<file path="src/rtl/kv_pkg.sv">
package kv_pkg;

    localparam int KEY_BYTES    = 4;
    localparam int SECRET_BYTES = 64;
    localparam int VAL_MAX      = SECRET_BYTES / 2;
    localparam int LEN_W        = $clog2(VAL_MAX + 1);

    localparam logic [7:0] CMD_READ = 8'h10;

    localparam logic [7:0] ST_IDLE = 8'h00;
    localparam logic [7:0] ST_CMD  = 8'h0C;
    localparam logic [7:0] ST_KEY  = 8'h04;
    localparam logic [7:0] ST_DATA = 8'h05;

    localparam logic [2:0] WPOS_LEN  = 3'd4;
    localparam logic [2:0] WPOS_DONE = 3'd5;

    typedef struct packed {
        logic [7:0]              cmd;
        logic [7:0]              status;
        logic [2:0]              wpos;
        logic [7:0]              rpos;
        logic [8*KEY_BYTES-1:0]  key;
        logic [7:0]              len;
    } port_state_t;

    function automatic logic [8*SECRET_BYTES-1:0] placeholder_secret();
        logic [8*SECRET_BYTES-1:0] s;
        s = '0;
        for (int i = 0; i < SECRET_BYTES; i++) begin
            s[8*i +: 8] = 8'hA5 ^ 8'(i);
        end
        return s;
    endfunction

endpackage

</file>
<file path="src/rtl/kv_addr_dec.sv">
module kv_addr_dec #(
    parameter int              ADDR_W   = 16,
    parameter logic [ADDR_W-1:0] BASE   = 16'h0300,
    parameter int              WINDOW   = 32,
    parameter int              DATA_OFF = 0,
    parameter int              CMD_OFF  = 4
) (
    input  logic [ADDR_W-1:0] addr,
    output logic              data_sel,
    output logic              cmd_sel
);
    localparam int OFF_W = $clog2(WINDOW);

    logic              in_win;
    logic [OFF_W-1:0]  off;

    always_comb begin
        in_win   = (addr[ADDR_W-1:OFF_W] == BASE[ADDR_W-1:OFF_W]);
        off      = addr[OFF_W-1:0];
        data_sel = in_win && (off == OFF_W'(DATA_OFF));
        cmd_sel  = in_win && (off == OFF_W'(CMD_OFF));
    end
endmodule

</file>
<file path="src/rtl/kv_key_table.sv">
module kv_key_table
    import kv_pkg::*;
#(
    parameter logic [8*SECRET_BYTES-1:0] SECRET     = '0,
    parameter int                        SECRET_LEN = 0
) (
    input  logic [8*KEY_BYTES-1:0]   key,
    output logic                     hit,
    output logic [LEN_W-1:0]         len,
    output logic [VAL_MAX-1:0][7:0]  val
);
    localparam logic [8*SECRET_BYTES-1:0] SEC_EFF =
        (SECRET_LEN == SECRET_BYTES) ? SECRET : placeholder_secret();

    always_comb begin
        hit = 1'b0;
        len = '0;
        val = '0;
        case (key)
            "REV ": begin
                hit    = 1'b1;
                len    = LEN_W'(6);
                val[0] = 8'h01;
                val[1] = 8'h13;
                val[2] = 8'h0F;
                val[3] = 8'h00;
                val[4] = 8'h00;
                val[5] = 8'h03;
            end
            "OSK0": begin
                hit = 1'b1;
                len = LEN_W'(VAL_MAX);
                for (int i = 0; i < VAL_MAX; i++) val[i] = SEC_EFF[8*i +: 8];
            end
            "OSK1": begin
                hit = 1'b1;
                len = LEN_W'(VAL_MAX);
                for (int i = 0; i < VAL_MAX; i++) val[i] = SEC_EFF[8*(i+VAL_MAX) +: 8];
            end
            "NATJ", "MSSP": begin
                hit    = 1'b1;
                len    = LEN_W'(1);
                val[0] = 8'h00;
            end
            "MSSD": begin
                hit    = 1'b1;
                len    = LEN_W'(1);
                val[0] = 8'h03;
            end
            default: ;
        endcase
    end
endmodule

</file>
<file path="src/rtl/kv_out_buf.sv">
module kv_out_buf
    import kv_pkg::*;
#(
    parameter int DEPTH  = 255,
    parameter int LOAD_W = VAL_MAX
) (
    input  logic                    clk,
    input  logic                    rst_n,
    input  logic                    load_en,
    input  logic [LEN_W-1:0]        load_len,
    input  logic [LOAD_W-1:0][7:0]  load_val,
    input  logic [7:0]              rd_idx,
    output logic [7:0]              rd_byte
);
    logic [7:0] mem_q [DEPTH];
    logic [7:0] mem_d [DEPTH];

    for (genvar g = 0; g < DEPTH; g++) begin : g_cell
        if (g < LOAD_W) begin : g_load
            always_comb begin
                mem_d[g] = mem_q[g];
                if (load_en && (32'(load_len) > g)) mem_d[g] = load_val[g];
            end
        end else begin : g_hold
            always_comb mem_d[g] = mem_q[g];
        end
    end

    always_ff @(posedge clk) begin
        for (int i = 0; i < DEPTH; i++) begin
            if (!rst_n) mem_q[i] <= '0;
            else        mem_q[i] <= mem_d[i];
        end
    end

    always_comb begin
        rd_byte = '0;
        if (32'(rd_idx) < DEPTH) rd_byte = mem_q[rd_idx];
    end

    AST_LOAD_FITS: assert property (@(posedge clk) disable iff (!rst_n)
        load_en |-> (32'(load_len) <= LOAD_W));
endmodule

</file>
<file path="src/rtl/kv_ctrl_port.sv">
module kv_ctrl_port
    import kv_pkg::*;
#(
    parameter int                        ADDR_W     = 16,
    parameter logic [ADDR_W-1:0]         BASE_ADDR  = 16'h0300,
    parameter int                        WINDOW     = 32,
    parameter int                        DATA_OFF   = 0,
    parameter int                        CMD_OFF    = 4,
    parameter int                        BUF_DEPTH  = 255,
    parameter logic [8*SECRET_BYTES-1:0] SECRET     = '0,
    parameter int                        SECRET_LEN = 0
) (
    input  logic              clk,
    input  logic              rst_n,
    input  logic [ADDR_W-1:0] io_addr,
    input  logic              io_wr,
    input  logic              io_rd,
    input  logic [7:0]        io_wdata,
    output logic [7:0]        io_rdata
);
    port_state_t st_q, st_d;

    logic                    data_sel, cmd_sel;
    logic                    tbl_hit;
    logic [LEN_W-1:0]        tbl_len;
    logic [VAL_MAX-1:0][7:0] tbl_val;
    logic                    load_en;
    logic [7:0]              buf_byte;
    logic                    rd_ok;
    logic [7:0]              rpos_nx;

    kv_addr_dec #(
        .ADDR_W(ADDR_W), .BASE(BASE_ADDR), .WINDOW(WINDOW),
        .DATA_OFF(DATA_OFF), .CMD_OFF(CMD_OFF)
    ) u_dec (
        .addr(io_addr), .data_sel(data_sel), .cmd_sel(cmd_sel)
    );

    kv_key_table #(.SECRET(SECRET), .SECRET_LEN(SECRET_LEN)) u_tbl (
        .key(st_q.key), .hit(tbl_hit), .len(tbl_len), .val(tbl_val)
    );

    kv_out_buf #(.DEPTH(BUF_DEPTH), .LOAD_W(VAL_MAX)) u_buf (
        .clk(clk), .rst_n(rst_n), .load_en(load_en), .load_len(tbl_len),
        .load_val(tbl_val), .rd_idx(st_q.rpos), .rd_byte(buf_byte)
    );

    always_comb begin
        st_d     = st_q;
        io_rdata = '0;
        load_en  = 1'b0;
        rpos_nx  = st_q.rpos + 8'd1;
        rd_ok    = data_sel && io_rd && !io_wr && (st_q.cmd == CMD_READ)
                   && (st_q.rpos < st_q.len);
        if (io_wr && cmd_sel) begin
            st_d.cmd  = io_wdata;
            st_d.wpos = '0;
            st_d.rpos = '0;
            if (io_wdata == CMD_READ) st_d.status = ST_CMD;
        end else if (io_wr && data_sel && (st_q.cmd == CMD_READ)) begin
            if (st_q.wpos < WPOS_LEN) begin
                st_d.key[8*(3 - 32'(st_q.wpos[1:0])) +: 8] = io_wdata;
                st_d.status = ST_KEY;
                st_d.wpos   = st_q.wpos + 3'd1;
            end else if (st_q.wpos == WPOS_LEN) begin
                st_d.len    = io_wdata;
                st_d.status = ST_DATA;
                st_d.rpos   = '0;
                st_d.wpos   = WPOS_DONE;
                load_en     = tbl_hit;
            end
        end else if (rd_ok) begin
            io_rdata    = buf_byte;
            st_d.rpos   = rpos_nx;
            st_d.status = (rpos_nx == st_q.len) ? ST_IDLE : ST_DATA;
        end else if (io_rd && !io_wr && cmd_sel) begin
            io_rdata = st_q.status;
        end
    end

    always_ff @(posedge clk) begin
        if (!rst_n) st_q <= '0;
        else        st_q <= st_d;
    end

    AST_CMD_CLEARS_POS: assert property (@(posedge clk) disable iff (!rst_n)
        (io_wr && cmd_sel) |=> (st_q.wpos == 3'd0 && st_q.rpos == 8'd0));
    AST_READ_CMD_STATUS: assert property (@(posedge clk) disable iff (!rst_n)
        (io_wr && cmd_sel && io_wdata == CMD_READ) |=> (st_q.status == ST_CMD));
    AST_KEY_STATUS: assert property (@(posedge clk) disable iff (!rst_n)
        (io_wr && data_sel && st_q.cmd == CMD_READ && st_q.wpos < WPOS_LEN)
        |=> (st_q.status == ST_KEY));
    AST_LEN_STATUS: assert property (@(posedge clk) disable iff (!rst_n)
        (io_wr && data_sel && st_q.cmd == CMD_READ && st_q.wpos == WPOS_LEN)
        |=> (st_q.status == ST_DATA && st_q.rpos == 8'd0));
    AST_WPOS_SATURATES: assert property (@(posedge clk) disable iff (!rst_n)
        (io_wr && data_sel && st_q.wpos == WPOS_DONE)
        |=> (st_q.wpos == WPOS_DONE && $stable(st_q.key) && $stable(st_q.len)));
    AST_STATUS_PEEK: assert property (@(posedge clk) disable iff (!rst_n)
        (io_rd && !io_wr && cmd_sel) |=> ($stable(st_q.status) && $stable(st_q.rpos)));
    AST_RPOS_BOUND: assert property (@(posedge clk) disable iff (!rst_n)
        (st_q.rpos <= st_q.len) || (st_q.len == 8'd0 && st_q.rpos == 8'd0));
    AST_PAST_END_IDLE: assert property (@(posedge clk) disable iff (!rst_n)
        (io_rd && !io_wr && data_sel && st_q.rpos == st_q.len)
        |-> (io_rdata == 8'h00));
endmodule

</file>
<file path="config.mk">
export PLATFORM = sky130hd
export DESIGN_NAME = kv_ctrl_port
export DESIGN_NICKNAME = d
export VERILOG_FILES = /design/src/rtl/kv_pkg.sv /design/src/rtl/kv_addr_dec.sv /design/src/rtl/kv_key_table.sv /design/src/rtl/kv_out_buf.sv /design/src/rtl/kv_ctrl_port.sv
export SDC_FILE = /design/constraint.sdc
export NUM_CORES = 1
export LEC_CHECK = 0
export BUFFER_PORTS_ARGS = -buffer_cell sky130_fd_sc_hd__buf_4
export CAP_MARGIN = 40
export CORE_MARGIN = 8
export CORE_UTILIZATION = 65
export CTS_CLUSTER_SIZE = 24
export DETAILED_ROUTE_END_ITERATION = 8
export HOLD_SLACK_MARGIN = 0.02
export MAX_ROUTING_LAYER = met4
export PLACE_DENSITY = 0.85
export SETUP_SLACK_MARGIN = 0.15
export SLEW_MARGIN = 20
export SYNTH_ARGS = -nofsm -noshare
export SYNTH_HDL_FRONTEND = slang
export SYNTH_SLANG_ARGS = --single-unit
</file>
<file path="constraint.sdc">
create_clock -name clk -period 6.6 [get_ports clk]
set_input_delay 0 -clock clk [delete_from_list [all_inputs] [get_ports clk]]
set_output_delay 0 -clock clk [all_outputs]
set_load 0.03 [all_outputs]
</file>
==> impl_metrics.csv <==
group,metric,value,unit
synth,synth_ff_type,"dfxtp_1",
timing,setup_viol,0,
floorplanning,die_h,99.50,um
clock_network,cts_buffers,9,
global_route,grt_max_degree,45,
clock_network,root_buffer,"clkbuf_8",
placement,port_buffers,34,
drt,drt-total-wl,11000,um
outcome,status,"finished, final reports clean",
pwr,peakVddDrop,0.1696,mV
synth,synth_top_area_share,30.92,%
synth,synthAdderAreaFrac,3.865,%
finish,final_cell_area,0.005047,mm^2
timing,rsz0062_at_grt,"no",
floorplanning,die_width,99.50,um
finish,area_growth,11.37,%
finish,drive_above_1_share,11.57,%
clock_network,worstSkewPairLatency,0.36,ns
drt,routedWlPerCell,17.13,um
synth,synthSimpleGateAreaFrac,29.73,%
critical_path,startpoint_type,"flop",
clock_network,tritoncts,"done",
timing,relSlewSlack,45.34,%
synth,synth-xor-area-share,1.933,%
critical_path,crit_fanout,4,
placement,pre_cts_ws,4.014,ns
flow_run,max_cap_violations,0,
critical_path,cp.depth,8,
placement,place_area,0.004796,mm^2
synth,synth_area_leaders,"dfxtp_1 (31%), edfxtp_1 (11%), nand2_1 (5.9%)",
global_route,grt_overflow,0,
synth,syn_avg_cell_area,8.583,um^2
synth,synth-edff-count,17,
floorplanning,dieArea,0.009900,mm^2
critical_path,path_buf_inv,2,
global_route,use_met1,28.64,%
drt,drtIter0Drc,224,
floorplanning,initial_core_util,67.07,%
critical_path,crit_path_end_kind,"output port",
synth,synth_compound_area_share,12.84,%
clock_network,cts_max_level,3,
drt,via_count,4017,
timing,finalHoldViolCount,0,
synth,netlist_area,0.004532,mm^2
global_route,grt_usage,23.57,%
synth,yosysUniqueCellTypes,62,
critical_path,cp_slowest_cell,"dfxtp_1",
synth,syn-instance-count,528,
critical_path,path_cells,"inv_1 -> ha_1 -> a211o_1 -> o2111ai_1 -> nand2_1 -> nor3_1 -> a32o_1 -> buf_4",
pwr,leakagePower,1.944,nW
synth,synth-async-reset-ratio,0,%
pwr,p_per_area,184.4,mW/mm^2
timing,fin_crit,2.707,ns
global_route,use_met3,3.911,%
global_route,grt_pass1_wl,18480,um
drt,viasPerCell,6.257,
timing,fmax,369.4,MHz
drt,drtAntennaViolNets,0,
floorplanning,ioPinCount,36,
synth,yosysSeqAreaShare,42.19,%
placement,finalWeightedCongestion,0.9082,
global_route,antenna_found_initial,0,
critical_path,worstPathArrival,2.71,ns
synth,synthTopCellsByCount,"nand2_1 (71), dfxtp_1 (70), nor2_1 (55), a21oi_1 (47), nand3_1 (46)",
critical_path,path_delay_family,"compound AO/OA/AOI/OAI gates",
synth,synth_top_family_by_area,"simple AND/OR/NAND/NOR gates",
hold_path,holdPathStages,3,
timing,worst-slew-pin-transition,0.8181,ns
clock_network,cts_buffer_depth,2,
critical_path,r2r_cells,6,
critical_path,criticalPathCategory,"flop to output port",
placement,hpwl,7936,um
clock_network,clock_sinks,87,
hold_path,min_path_type,"input pin to flop",
critical_path,critPathRequiredTime,6.60,ns
global_route,grt.busiest_layer,"met2",
synth,muxShareOfSynthArea,5.356,%
finish,nNetsFinal,599,
timing,clock_skew,0.01157,ns
critical_path,critPathMaxStageDelay,0.39,ns
synth,ys_seq_elements,87,
synth,ys.warnings.count,0,
synth,synthesis.nets,570,
synth,synth.largest_area_cell,"dfxtp_1",
global_route,grtUsageMet2,37.55,%
floorplanning,rows,30,
global_route,grt_pass1_vias,3891,
timing,fin_tns_setup,0,ns
timing,setup_ws,3.893,ns
timing,fin_crit_sh,41.02,%
drt,dr.pass1.iters,5,
clock_network,clk_pin_slew,0.08,ns
floorplanning,core_area,0.006756,mm^2
timing,slew_violations,0,
finish,diodes,0,
drt,drc,0,
synth,synth_most_common_cell,"nand2_1",
[cell families after synthesis]
| group | count (synthesis) |
|---|---|
| AO/OA/AOI/OAI | 94 |
| XOR/XNOR | 10 |
| adder cells (fa/ha/maj) | 14 |
| buffers and inverters | 42 |
| flip-flops | 87 |
| multiplexers | 23 |
| other | 1 |
| AND/OR/NAND/NOR | 257 |
[report_power, final]
group	internal [mW]	total (mW)	switching (mW)	leakage, nW
Sequential	0.546	0.549	0.00319	0.725
Combinational	0.0203	0.0488	0.0285	1.14
Clock	0.139	0.333	0.194	0.0836
Total	0.705	0.931	0.226	1.94
[sequential cells by signal, summed over array words and instances, names as in the netlist, named ones only]
name,count
u_buf.mem_q,17
st_q,62
[per-stage QoR]
step / instances / utilization, % / hold slack, ns / power (mW)
2_1_floorplan: 528 / - / 0.1439 / 0.5784
3_3_place_gp: 615 / 70.54 / 0.3287 / 0.6027
3_5_place_dp: 618 / 70.98 / 0.3331 / 0.6055
4_1_cts: 642 / 74.70 / 0.02453 / 0.9329
5_1_grt: 642 / 74.70 / 0.04527 / 0.9551
6_report: 642 / 74.70 / 0.03550 / 0.9309
[worst paths after layout]
path	start	end	slack, ns
max	st_q[5]	io_rdata[2]	3.89
min	rst_n	st_q[51]	0.04
max reg2reg	st_q[27]	u_buf.mem_q[0][5]	4.01
min reg2reg	st_q[38]	st_q[38]	0.45
[layer usage]
metal  vias up  wire [um]
met3        31        689
met4         0        291
met5         -          0
met2       154       5301
met1      1867       4716
li1       1965          -
[timing repair]
item | CTS | global route
hold endpoints to repair | 48 | 0
buffers inserted | 0 | 0
gates resized for setup | 0 | 0
hold buffers | 8 | 0
[cell type report]
type,count,area (um^2)
clock buffer,10,127.6
timing repair buffer,46,372.9
clock inverter,6,43.79
fill,530,1709
inverter,14,52.55
tap,80,100.1
multi-input combinational,399,2439
sequential,87,1912
[layout by cell type (no fill, tap or decap), drive strengths merged, types with 5 or more instances in the layout]
master and instances:
nor3b 6, a21oi 47, xnor2 6, dfxtp 70, nand3 46, a211oi 5
dlygate4sd3 8, buf 38, ha 14, nand4b 5, mux2i 22, inv 17
a21o 6, nor4b 6, o21ai 11, nand2b 9, clkbuf 10, nor3 16
nand2 72, nor4 7, edfxtp 17, nor2 55, nand4 10
[worst reg2reg max path: stages (launching register included)]
cell      delay [ns]
dfxtp_1         0.32
nor3_1          0.18
nand3_1         0.17
or4_4           0.59
nor4_1          0.37
a221oi_1        0.13
o21ai_0         0.47
(Power assumes the default switching activity.)
